### config.mk
export PLATFORM = sky130hd
export DESIGN_NAME = lar_router
export DESIGN_NICKNAME = d
export VERILOG_FILES = /design/src/rtl/lar_router_pkg.sv /design/src/rtl/lar_lookahead.sv /design/src/rtl/lar_flit_buf.sv /design/src/rtl/lar_out_alloc.sv /design/src/rtl/lar_router.sv
export SDC_FILE = /design/constraint.sdc
export NUM_CORES = 1
export LEC_CHECK = 0
export BUFFER_PORTS_ARGS = -buffer_cell sky130_fd_sc_hd__buf_2
export CAP_MARGIN = 10
export CELL_PAD_IN_SITES_DETAIL_PLACEMENT = 1
export CELL_PAD_IN_SITES_GLOBAL_PLACEMENT = 2
export CORE_MARGIN = 3
export CORE_UTILIZATION = 36
export CTS_BUF_LIST = sky130_fd_sc_hd__clkbuf_2 sky130_fd_sc_hd__clkbuf_4 sky130_fd_sc_hd__clkbuf_8
export DETAILED_ROUTE_END_ITERATION = 16
export GPL_ROUTABILITY_DRIVEN = 1
export PLACE_DENSITY = 0.83
export SLEW_MARGIN = 20
export SYNTH_ARGS = -nofsm -noshare
export SYNTH_HDL_FRONTEND = slang
export SYNTH_SLANG_ARGS = --single-unit
### constraint.sdc
create_clock -name clk -period 7.3 [get_ports clk]
set_input_delay 0.73 -clock clk [delete_from_list [all_inputs] [get_ports clk]]
set_output_delay 0.73 -clock clk [all_outputs]
set_load 0.01 [all_outputs]
### src/rtl/lar_router_pkg.sv
`timescale 1ns/1ps
package lar_router_pkg;
    localparam int NPORTS  = 5;
    localparam int PORT_W  = 3;
    localparam int DATA_W  = 16;
    localparam int COORD_W = 2;
    localparam int FLIT_W  = 2 + PORT_W + DATA_W;

    localparam logic [PORT_W-1:0] P_LOCAL = 3'd0;
    localparam logic [PORT_W-1:0] P_XP    = 3'd1;
    localparam logic [PORT_W-1:0] P_XM    = 3'd2;
    localparam logic [PORT_W-1:0] P_YP    = 3'd3;
    localparam logic [PORT_W-1:0] P_YM    = 3'd4;

    typedef enum logic [1:0] {K_BODY = 2'b00, K_HEAD = 2'b01,
                              K_TAIL = 2'b10, K_SINGLE = 2'b11} kind_e;

    typedef struct packed {
        kind_e               kind;
        logic [PORT_W-1:0]   oc;
        logic [DATA_W-1:0]   data;
    } flit_t;

    // buffer entry: output used at this router plus the (rewritten) flit
    typedef struct packed {
        logic [PORT_W-1:0] sel;
        flit_t             f;
    } bufent_t;

    function automatic logic starts_packet(input kind_e k);
        return (k == K_HEAD) || (k == K_SINGLE);
    endfunction

    // dimension ordered choice: X first, then Y, local when both match
    function automatic logic [PORT_W-1:0] dor_next(
        input logic [COORD_W-1:0] hx, input logic [COORD_W-1:0] hy,
        input logic [COORD_W-1:0] dx, input logic [COORD_W-1:0] dy);
        if (dx > hx)      return P_XP;
        else if (dx < hx) return P_XM;
        else if (dy > hy) return P_YP;
        else if (dy < hy) return P_YM;
        else              return P_LOCAL;
    endfunction

    // round robin: first requester after the last winner
    function automatic void rr_pick(input logic [NPORTS-1:0] req,
                                    input logic [PORT_W-1:0] last,
                                    output logic hit,
                                    output logic [PORT_W-1:0] idx);
        int c;
        hit = 1'b0;
        idx = last;
        for (int k = 1; k <= NPORTS; k++) begin
            c = (int'(last) + k) % NPORTS;
            if (!hit && req[c]) begin
                hit = 1'b1;
                idx = PORT_W'(c);
            end
        end
    endfunction
endpackage

### src/rtl/lar_lookahead.sv
`timescale 1ns/1ps
module lar_lookahead
    import lar_router_pkg::*;
#(
    parameter int MY_X = 1,
    parameter int MY_Y = 1
) (
    input  flit_t fin,
    output flit_t fout
);
    logic [COORD_W-1:0] nx, ny, dx, dy;

    always_comb begin
        nx = COORD_W'(MY_X);
        ny = COORD_W'(MY_Y);
        case (fin.oc)
            P_XP:    nx = nx + COORD_W'(1);
            P_XM:    nx = nx - COORD_W'(1);
            P_YP:    ny = ny + COORD_W'(1);
            P_YM:    ny = ny - COORD_W'(1);
            default: ;
        endcase
        dx = fin.data[2*COORD_W-1:COORD_W];
        dy = fin.data[COORD_W-1:0];
        fout = fin;
        if (starts_packet(fin.kind)) begin
            fout.oc = (fin.oc == P_LOCAL) ? P_LOCAL : dor_next(nx, ny, dx, dy);
        end
    end
endmodule

### src/rtl/lar_flit_buf.sv
`timescale 1ns/1ps
module lar_flit_buf #(
    parameter int DEPTH = 2,
    parameter int W     = 8
) (
    input  logic         clk,
    input  logic         rst,
    input  logic         push,
    input  logic [W-1:0] din,
    input  logic         pop,
    output logic [W-1:0] dout,
    output logic         empty,
    output logic         full
);
    localparam int AW = (DEPTH > 1) ? $clog2(DEPTH) : 1;

    logic [W-1:0] mem [DEPTH];
    logic [AW:0]  wp, rp;

    always_ff @(posedge clk) begin
        if (rst) begin
            wp <= '0;
            rp <= '0;
        end else begin
            if (push) wp <= wp + 1'b1;
            if (pop)  rp <= rp + 1'b1;
        end
    end

    always_ff @(posedge clk) begin
        if (push) mem[wp[AW-1:0]] <= din;
    end

    assign empty = (wp == rp);
    assign full  = (wp[AW] != rp[AW]) && (wp[AW-1:0] == rp[AW-1:0]);
    assign dout  = mem[rp[AW-1:0]];

    // a full buffer stays full until something is read
    a_r8_full_holds: assert property (@(posedge clk) disable iff (rst)
        full && !pop |=> full);
    // the front entry is not disturbed by writes while it waits
    a_r8_front_kept: assert property (@(posedge clk) disable iff (rst)
        !empty && !pop |=> !empty && (dout == $past(dout)));
endmodule

### src/rtl/lar_out_alloc.sv
`timescale 1ns/1ps
module lar_out_alloc
    import lar_router_pkg::*;
(
    input  logic                           clk,
    input  logic                           rst,
    input  logic [NPORTS-1:0]              req_head,
    input  logic [NPORTS-1:0]              req_cont,
    input  logic [NPORTS-1:0][FLIT_W-1:0]  front,
    input  logic                           out_ready,
    output logic [NPORTS-1:0]              gnt,
    output logic                           out_valid,
    output logic [FLIT_W-1:0]              out_flit
);
    logic              locked;
    logic [PORT_W-1:0] owner, rr_last, sel, rr_idx;
    logic              have, rr_hit, can_load, fire;
    flit_t             pick;

    always_comb begin
        rr_pick(req_head, rr_last, rr_hit, rr_idx);
        if (locked) begin
            sel  = owner;
            have = req_cont[owner];
        end else begin
            sel  = rr_idx;
            have = rr_hit;
        end
    end

    assign can_load = !out_valid || out_ready;
    assign fire     = have && can_load;
    assign pick     = flit_t'(front[sel]);
    assign gnt      = fire ? (NPORTS'(1) << sel) : '0;

    always_ff @(posedge clk) begin
        if (rst) begin
            out_valid <= 1'b0;
            out_flit  <= '0;
            locked    <= 1'b0;
            owner     <= '0;
            rr_last   <= PORT_W'(NPORTS - 1);
        end else begin
            if (fire) begin
                out_valid <= 1'b1;
                out_flit  <= front[sel];
                if (!locked) rr_last <= sel;
                if (pick.kind == K_HEAD) begin
                    locked <= 1'b1;
                    owner  <= sel;
                end else if (pick.kind == K_TAIL) begin
                    locked <= 1'b0;
                end
            end else if (out_ready) begin
                out_valid <= 1'b0;
            end
        end
    end

    // stalled output holds its flit
    a_r7_hold_out: assert property (@(posedge clk) disable iff (rst)
        out_valid && !out_ready |=> out_valid && $stable(out_flit));
    // lock and owner persist until the tail leaves
    a_r5_owner_kept: assert property (@(posedge clk) disable iff (rst)
        locked && !(fire && pick.kind == K_TAIL) |=> locked && $stable(owner));
    // a single-flit packet does not lock the output
    a_r10_single_no_lock: assert property (@(posedge clk) disable iff (rst)
        fire && !locked && pick.kind == K_SINGLE |=> !locked);
endmodule

### src/rtl/lar_router.sv
`timescale 1ns/1ps
module lar_router
    import lar_router_pkg::*;
#(
    parameter int MY_X  = 1,
    parameter int MY_Y  = 1,
    parameter int DEPTH = 2
) (
    input  logic                          clk,
    input  logic                          rst,
    input  logic [NPORTS-1:0]             in_valid,
    input  logic [NPORTS-1:0][FLIT_W-1:0] in_flit,
    output logic [NPORTS-1:0]             in_ready,
    output logic [NPORTS-1:0]             out_valid,
    output logic [NPORTS-1:0][FLIT_W-1:0] out_flit,
    input  logic [NPORTS-1:0]             out_ready
);
    localparam int ENT_W = $bits(bufent_t);

    flit_t                         raw_f   [NPORTS];
    flit_t                         ahead_f [NPORTS];
    bufent_t                       wr_ent  [NPORTS];
    bufent_t                       rd_ent  [NPORTS];
    logic [PORT_W-1:0]             wr_route[NPORTS];
    logic [NPORTS-1:0]             push, pop, empty, full;
    logic [NPORTS-1:0]             req_h [NPORTS];
    logic [NPORTS-1:0]             req_c [NPORTS];
    logic [NPORTS-1:0]             gnt   [NPORTS];
    logic [NPORTS-1:0]             gcol  [NPORTS];
    logic [NPORTS-1:0][FLIT_W-1:0] front_flat;

    // stage 1: route lookahead and buffer write per input
    for (genvar i = 0; i < NPORTS; i++) begin : g_in
        assign raw_f[i] = flit_t'(in_flit[i]);

        lar_lookahead #(.MY_X(MY_X), .MY_Y(MY_Y)) u_la (
            .fin (raw_f[i]),
            .fout(ahead_f[i])
        );

        assign push[i]     = in_valid[i] && !full[i];
        assign in_ready[i] = !full[i];
        assign wr_ent[i].f   = ahead_f[i];
        assign wr_ent[i].sel = starts_packet(raw_f[i].kind) ? raw_f[i].oc : wr_route[i];

        always_ff @(posedge clk) begin
            if (rst) wr_route[i] <= P_LOCAL;
            else if (push[i] && starts_packet(raw_f[i].kind)) wr_route[i] <= raw_f[i].oc;
        end

        lar_flit_buf #(.DEPTH(DEPTH), .W(ENT_W)) u_buf (
            .clk  (clk),
            .rst  (rst),
            .push (push[i]),
            .din  (wr_ent[i]),
            .pop  (pop[i]),
            .dout (rd_ent[i]),
            .empty(empty[i]),
            .full (full[i])
        );

        assign front_flat[i] = rd_ent[i].f;

        // an input is granted by at most one output per cycle
        a_r9_one_grant: assert property (@(posedge clk) disable iff (rst)
            $onehot0(gcol[i]));
    end

    // requests toward each output
    always_comb begin
        for (int o = 0; o < NPORTS; o++) begin
            for (int i = 0; i < NPORTS; i++) begin
                req_h[o][i] = !empty[i] && (rd_ent[i].sel == PORT_W'(o))
                              && starts_packet(rd_ent[i].f.kind);
                req_c[o][i] = !empty[i] && (rd_ent[i].sel == PORT_W'(o))
                              && !starts_packet(rd_ent[i].f.kind);
            end
        end
    end

    // stage 2: allocation, crossbar and output register per output
    for (genvar o = 0; o < NPORTS; o++) begin : g_out
        lar_out_alloc u_alloc (
            .clk      (clk),
            .rst      (rst),
            .req_head (req_h[o]),
            .req_cont (req_c[o]),
            .front    (front_flat),
            .out_ready(out_ready[o]),
            .gnt      (gnt[o]),
            .out_valid(out_valid[o]),
            .out_flit (out_flit[o])
        );
    end

    always_comb begin
        pop = '0;
        for (int i = 0; i < NPORTS; i++) begin
            for (int o = 0; o < NPORTS; o++) begin
                gcol[i][o] = gnt[o][i];
                pop[i]     = pop[i] | gnt[o][i];
            end
        end
    end
endmodule

==> results of run 1 <==
==> state kept, by name (all words and copies together), names as in the netlist, named ones only <==
signal / flops
g_in.u_buf.mem: 240
wr_route: 15
g_out.u_alloc.locked: 5
g_out.u_alloc.owner: 15
g_out.u_alloc.out_flit: 105
g_in.u_buf.rp: 10
g_out.u_alloc.out_valid: 5
g_out.u_alloc.rr_last: 15
g_in.u_buf.wp: 10
==> logic make-up after synthesis <==
logic type,count (synthesis),synth area share
buffers and inverters,367,0.04878
and+or+nand+nor,1077,0.1665
muxes,413,0.1411
DFF,425,0.3403
xor gates and xnor gates,77,0.02387
adders and majority gates,161,0.06244
AOI/OAI and AO/OA,962,0.2170
==> worst max-delay path, cell delays in order, from the launching register on <==
cell and delay [ns]:
dfxtp_1 0.52, ha_1 0.53, xnor2_4 0.23, inv_2 0.13
ha_1 0.26, nor3_1 0.25, o22ai_1 0.20, xnor2_1 0.45
inv_1 0.17, ha_1 0.26, a211o_1 0.42, and3_1 0.30
a22o_1 0.27, a211o_1 0.30, or2_1 0.23, a311oi_1 0.53
a2bb2oi_4 0.39, buf_4 0.48, mux2i_1 0.24, nor2_1 0.05
a211oi_1 0.46, o21ai_0 0.15
==> repair_timing <==
item	CTS	global route
gates resized for setup	0	2
endpoints found under the setup margin	0	8
buffers inserted	0	0
==> routing by layer <==
metal	GRT usage	vias to the layer above	share of wire
li1	-	13680	-
met1	0.3368	14990	0.41
met2	0.4542	1054	0.47
met3	0.03267	319	0.056
met4	0.1491	0	0.060
met5	0	-	0
==> cell usage in the layout, fill, tap and decap left out, drive strengths merged, types with 33 or more instances in the layout <==
cell type	instances
o211ai	44
nand4	34
o21ai	145
inv	163
edfxtp	255
a21oi	177
nand3	80
o22ai	60
mux2i	256
a31oi	38
nand2	311
nand2b	49
nor2	245
mux2	136
a211oi	87
dfxtp	170
o31ai	33
clkbuf	106
ha	159
nor3	106
xnor2	58
buf	339
nor2b	33
==> worst paths after layout <==
| path | from | end | slack, ns | cells after the start |
|---|---|---|---|---|
| setup / recovery | g_out[4].u_alloc.rr_last[0] | g_out[4].u_alloc.out_flit[17] | 0.27 | 21 |
| hold / removal | in_flit[52] | g_in[2].u_buf.mem[0][10] | 0.22 | 1 |
| setup reg to reg | g_out[4].u_alloc.rr_last[0] | g_out[4].u_alloc.out_flit[17] | 0.27 | 21 |
| hold reg to reg | g_out[4].u_alloc.out_flit[16] | g_out[4].u_alloc.out_flit[16] | 0.46 | 2 |
==> cell type report <==
class / instances / area, µm²
Fill cell: 10370 / 52090
Multi-Input combinational cell: 2690 / 19960
Sequential cell: 425 / 11060
Timing Repair Buffer: 339 / 1998
Tap cell: 1165 / 1458
Clock buffer: 106 / 1315
Inverter: 163 / 611.8
Clock inverter: 35 / 427.9
Antenna cell: 2 / 5.005
==> metrics by stage <==
step	hold WS (ns)	instance area [µm²]	setup slack, ns	util
after floorplan	0.4575	32500	0.3195	-
after global placement	0.4440	35070	0.6542	0.3944
after detailed placement	0.4496	35070	0.5173	0.3944
after CTS	0.1834	36810	0.4855	0.4140
after global routing	0.2144	36830	0.01715	0.4142
final	0.2246	36840	0.2735	0.4143
==> flow_metrics.py, run 1 <==
metrics = {
    "outcome": {
        "status": "finished clean",
    },
    "sta": {
        "fmax_mhz": 142.3,
        "min_period_over_period": 0.9625,
        "drv_slew": 0,
        "fin_setup_tns_ns": 0,
        "finalHoldViolCount": 0,
        "period_needed_ns": 7.026,
        "setup_violations": 0,
        "slew_headroom": 0.2504,
        "fin_worst_skew_ns": 0.05069,
        "rsz0062_at_grt": "false",
        "worstMarginPinSlew_ns": 1.124,
    },
    "global_route": {
        "grt_pass1_wl_um": 194200,
        "groute.usage.overall": 0.2698,
        "antenna_found_initial": 3,
        "grt_pass1_vias": 30510,
        "grt_max_degree": 68,
        "grt_remaining_overflow": 0,
    },
    "yosys": {
        "synth_top_area_cell": "edfxtp_1",
        "synth_most_common_cell": "nand2_1",
        "synth_common_cells": "nand2_1, edfxtp_1, mux2i_1, nor2_1, a21oi_1",
        "synth_nets": 3760,
        "ys_ff_latch": 425,
        "async_reset_ff_frac": 0,
        "synth_area_leaders": "edfxtp_1, dfxtp_1, mux2i_1, ha_1, mux2_2",
        "synth.yosys.seq_area_share": 0.3403,
        "netlist_instances": 3482,
        "avgSynthCellArea_um2": 9.334,
        "synth_cell_types": 133,
        "yosys_warnings": 0,
        "synth-edff-count": 255,
        "synthesis.area_um2": 32500,
        "yosysTopAreaCellShare": 0.2356,
        "synth_top_flop_cell": "edfxtp_1",
    },
    "layout": {
        "drive_gt1_frac": 0.2060,
        "syn2layout_area_growth_pct": 13.34,
        "fin_cells": 4925,
        "fin_nets": 3973,
    },
    "route": {
        "ant_nets": 0,
        "drt-total-wl_um": 130800,
        "route.detailed.drc": 0,
        "drtPass1Iterations": 6,
        "vias": 30040,
        "avgRoutedWirePerCell_um": 26.56,
        "routed_via_density": 6.099,
        "drt_iter0_drc": 2464,
    },
    "place": {
        "portBuffers": 231,
        "dp_hpwl_um": 101100,
        "place.gp.congestion": 0.9749,
        "dp.cells": 4781,
    },
    "die": {
        "core_area_um2": 88920,
        "fp.dieH_um": 306.5,
        "die_area_um2": 93920,
        "die_width_um": 306.5,
        "rows": 109,
        "start_util": 0.3655,
        "io_pins": 232,
    },
    "worst_setup_path": {
        "crit_type": "register to register",
        "crit_fanout": 28,
        "crit_path_end_kind": "register",
        "startpoint_type": "register",
        "worstPathRequired_ns": 7.86,
        "crit_arrival_ns": 7.59,
    },
    "clock_network": {
        "clk_pin_slew_ns": 0.07,
        "numCtsBuffers": 76,
        "htreeDepth": 3,
        "clk_latency_ns": 0.71,
        "clock_sinks": 425,
        "root_buffer": "clkbuf_8",
        "tritoncts": "yes",
        "cts_hold_buf": 0,
        "clk_path_buf_depth": 3,
    },
    "hold_path": {
        "hp-class": "input port to register",
    },
    "job": {
        "max-cap-violations": 0,
    },
}
Power of run 1 is left out: the tool's default activity adds up to more than one toggle a clock period on the data nets, which glitch-free logic cannot reach.
==> run 2: changes to the inputs <==
Settings changed: ABC_AREA set to 1, CORE_UTILIZATION 36 to 33, PLACE_DENSITY 0.83 to 0.85.
==> run 2 against run 1 <==
Against the previous run: routed wire length shrank 5.7%; first-iteration DRC count shrank 27%; clock skew shrank 0.013 ns; worst hold slack gained 0.022 ns; utilization shrank 3.8 points; worst setup slack gained 0.95 ns; sequential share of layout area grew 2.4 points; critical endpoint is now g_out[0].u_alloc.locked.
==> flow_metrics.py, run 2 <==
metrics = {
    "worst_setup_path": {
        "crit_fanout": 11,
        "crit_arrival_ns": 6.61,
        "crit_path_end_kind": "register",
        "worst_path_max_delay_cell": "ha_1",
        "cp_slowest_stage_delay_ns": 0.57,
        "crit_type": "register to register",
        "crit_top_cell": "nand2_1",
        "r2r_setup_slack_ns": 1.23,
        "startpoint_type": "register",
        "worstPathRequired_ns": 7.84,
    },
    "place": {
        "place.gp.congestion": 1.020,
        "portBuffers": 231,
        "pre_cts_slack_ns": 1.304,
        "dp_hpwl_um": 97470,
    },
    "route": {
        "drtPass1Iterations": 5,
        "ant_nets": 0,
        "vias": 30030,
        "routed_via_density": 5.239,
        "route.detailed.drc": 0,
        "avgRoutedWirePerCell_um": 21.53,
        "drt-total-wl_um": 123400,
        "drt_iter0_drc": 1798,
    },
    "clock_network": {
        "root_buffer": "clkbuf_8",
        "cts_resized": 0,
        "post_cts_buffers": 0,
        "numCtsBuffers": 75,
        "clk_latency_ns": 0.69,
        "clk_path_buf_depth": 3,
        "cts_hold_buf": 0,
        "clk_pin_slew_ns": 0.06,
        "htreeDepth": 3,
        "clock_sinks": 425,
        "tritoncts": "yes",
    },
    "sta": {
        "worst_slack_ns": 1.228,
        "drv_slew": 0,
        "min_period_over_period": 0.8317,
        "worstMarginPinSlew_ns": 1.069,
        "period_needed_ns": 6.072,
        "fin_setup_tns_ns": 0,
        "slew_headroom": 0.2796,
        "fmax_mhz": 164.7,
        "rsz0062_at_grt": "false",
        "setup_violations": 0,
        "fin_worst_skew_ns": 0.03745,
        "finalHoldViolCount": 0,
    },
    "global_route": {
        "groute.usage.overall": 0.2534,
        "grt_pass1_wl_um": 184200,
        "grt_remaining_overflow": 0,
        "grt_max_degree": 69,
        "antenna_found_initial": 3,
        "grt_pass1_vias": 30210,
    },
    "layout": {
        "largest_reg_flops": 240,
        "fin_nets": 4771,
        "final_common_cell": "nand2_1",
        "drive_gt1_frac": 0.1467,
        "final_cell_mix": "nand2_1, inv_1, nand3_1",
        "syn2layout_area_growth_pct": 12.45,
    },
    "yosys": {
        "async_reset_ff_frac": 0,
        "ys_ff_latch": 425,
        "synthesis.area_um2": 30330,
        "synth_top_area_cell": "edfxtp_1",
        "synth_top_flop_cell": "edfxtp_1",
        "synth_nets": 4554,
        "synth_most_common_cell": "nand2_1",
        "synth-edff-count": 255,
        "synth.yosys.seq_area_share": 0.3647,
        "netlist_instances": 4276,
        "yosys_warnings": 0,
        "synth_common_cells": "nand2_1, inv_1, nand3_1, edfxtp_1, nor2_1",
        "synth_cell_types": 66,
        "yosysTopAreaCellShare": 0.2525,
        "synth_area_leaders": "edfxtp_1, nand2_1, dfxtp_1, ha_1, nand3_1",
        "avgSynthCellArea_um2": 7.093,
    },
    "die": {
        "io_pins": 232,
        "die_width_um": 309.2,
        "core_area_um2": 90560,
        "start_util": 0.3349,
        "rows": 110,
        "die_area_um2": 95580,
        "fp.dieH_um": 309.2,
    },
    "outcome": {
        "status": "finished clean",
    },
    "hold_path": {
        "hp-class": "input port to register",
    },
    "job": {
        "max-cap-violations": 0,
    },
}
==> run 2: cell types whose count changed in the layout (fill, tap and decap cells not counted), sizes merged, moves of 136 or more <==
cell / change
inv: +348
mux2: -136
mux2i: -253
nand2: +1237
nand3: +306
o21ai: +191
==> run 2: routing by layer <==
metal | wire length (µm) | vias up | global-route usage | share of wire
li1 | - | 14470 | - | -
met1 | 51190 | 14510 | 0.3068 | 0.41
met2 | 59850 | 778 | 0.4380 | 0.48
met3 | 4776 | 270 | 0.02732 | 0.039
met4 | 7598 | 0 | 0.1449 | 0.062
met5 | 0 | - | 0 | 0
==> run 2: final timing paths <==
check	start	to	cells after the start
hold / removal	in_flit[10]	g_in[0].u_buf.mem[1][10]	1
hold reg to reg	g_out[2].u_alloc.out_flit[19]	g_out[2].u_alloc.out_flit[19]	2
setup / recovery	g_out[0].u_alloc.rr_last[1]	g_out[0].u_alloc.locked	34
setup reg to reg	g_out[0].u_alloc.rr_last[1]	g_out[0].u_alloc.locked	34
==> run 2: cell type report <==
class	count	area, µm²
Inverter	518	1957
Sequential cell	425	11060
Antenna cell	1	2.502
Tap cell	1176	1471
Fill cell	11470	56460
Clock buffer	109	1363
Clock inverter	30	178.9
Timing Repair Buffer	274	1481
Multi-Input combinational cell	3199	16590
==> run 2: stage by stage <==
step                      cell area (µm²)  cells    util  hold WS (ns)
after floorplan                     30330   4276       -        0.4506
after global placement              32560   5592  0.3596        0.4525
after detailed placement            32560   5592  0.3596        0.4583
after CTS                           34100   5731  0.3766        0.1823
after global routing                34110   5732  0.3766        0.2082
final                               34110   5732  0.3766        0.2467
==> run 2: kinds of logic (layout without fill, tap and decap cells) <==
family / Yosys count / count (layout) / synth area share
multiplexers: 3 / 3 / 0.0009901
flip-flops: 425 / 425 / 0.3647
AO/OA/AOI/OAI: 672 / 672 / 0.1271
AND/OR/NAND/NOR: 2321 / 2321 / 0.3395
buffers and inverters: 652 / 931 / 0.08866
other: 0 / 1 / 0
XOR/XNOR: 42 / 42 / 0.01213
adder cells (fa/ha/maj): 161 / 161 / 0.06691
==> run 2: worst max-delay path: cells and delay by family (launching register included) <==
kind / cells / cell delay [ns]
DFF: 1 / 0.56
xor gates and xnor gates: 1 / 0.28
buffers and inverters: 5 / 0.85
AOI/OAI and AO/OA: 2 / 0.43
and+or+nand+nor: 22 / 2.49
adders and majority gates: 4 / 1.29
Power of run 2 is left out for the same reason.
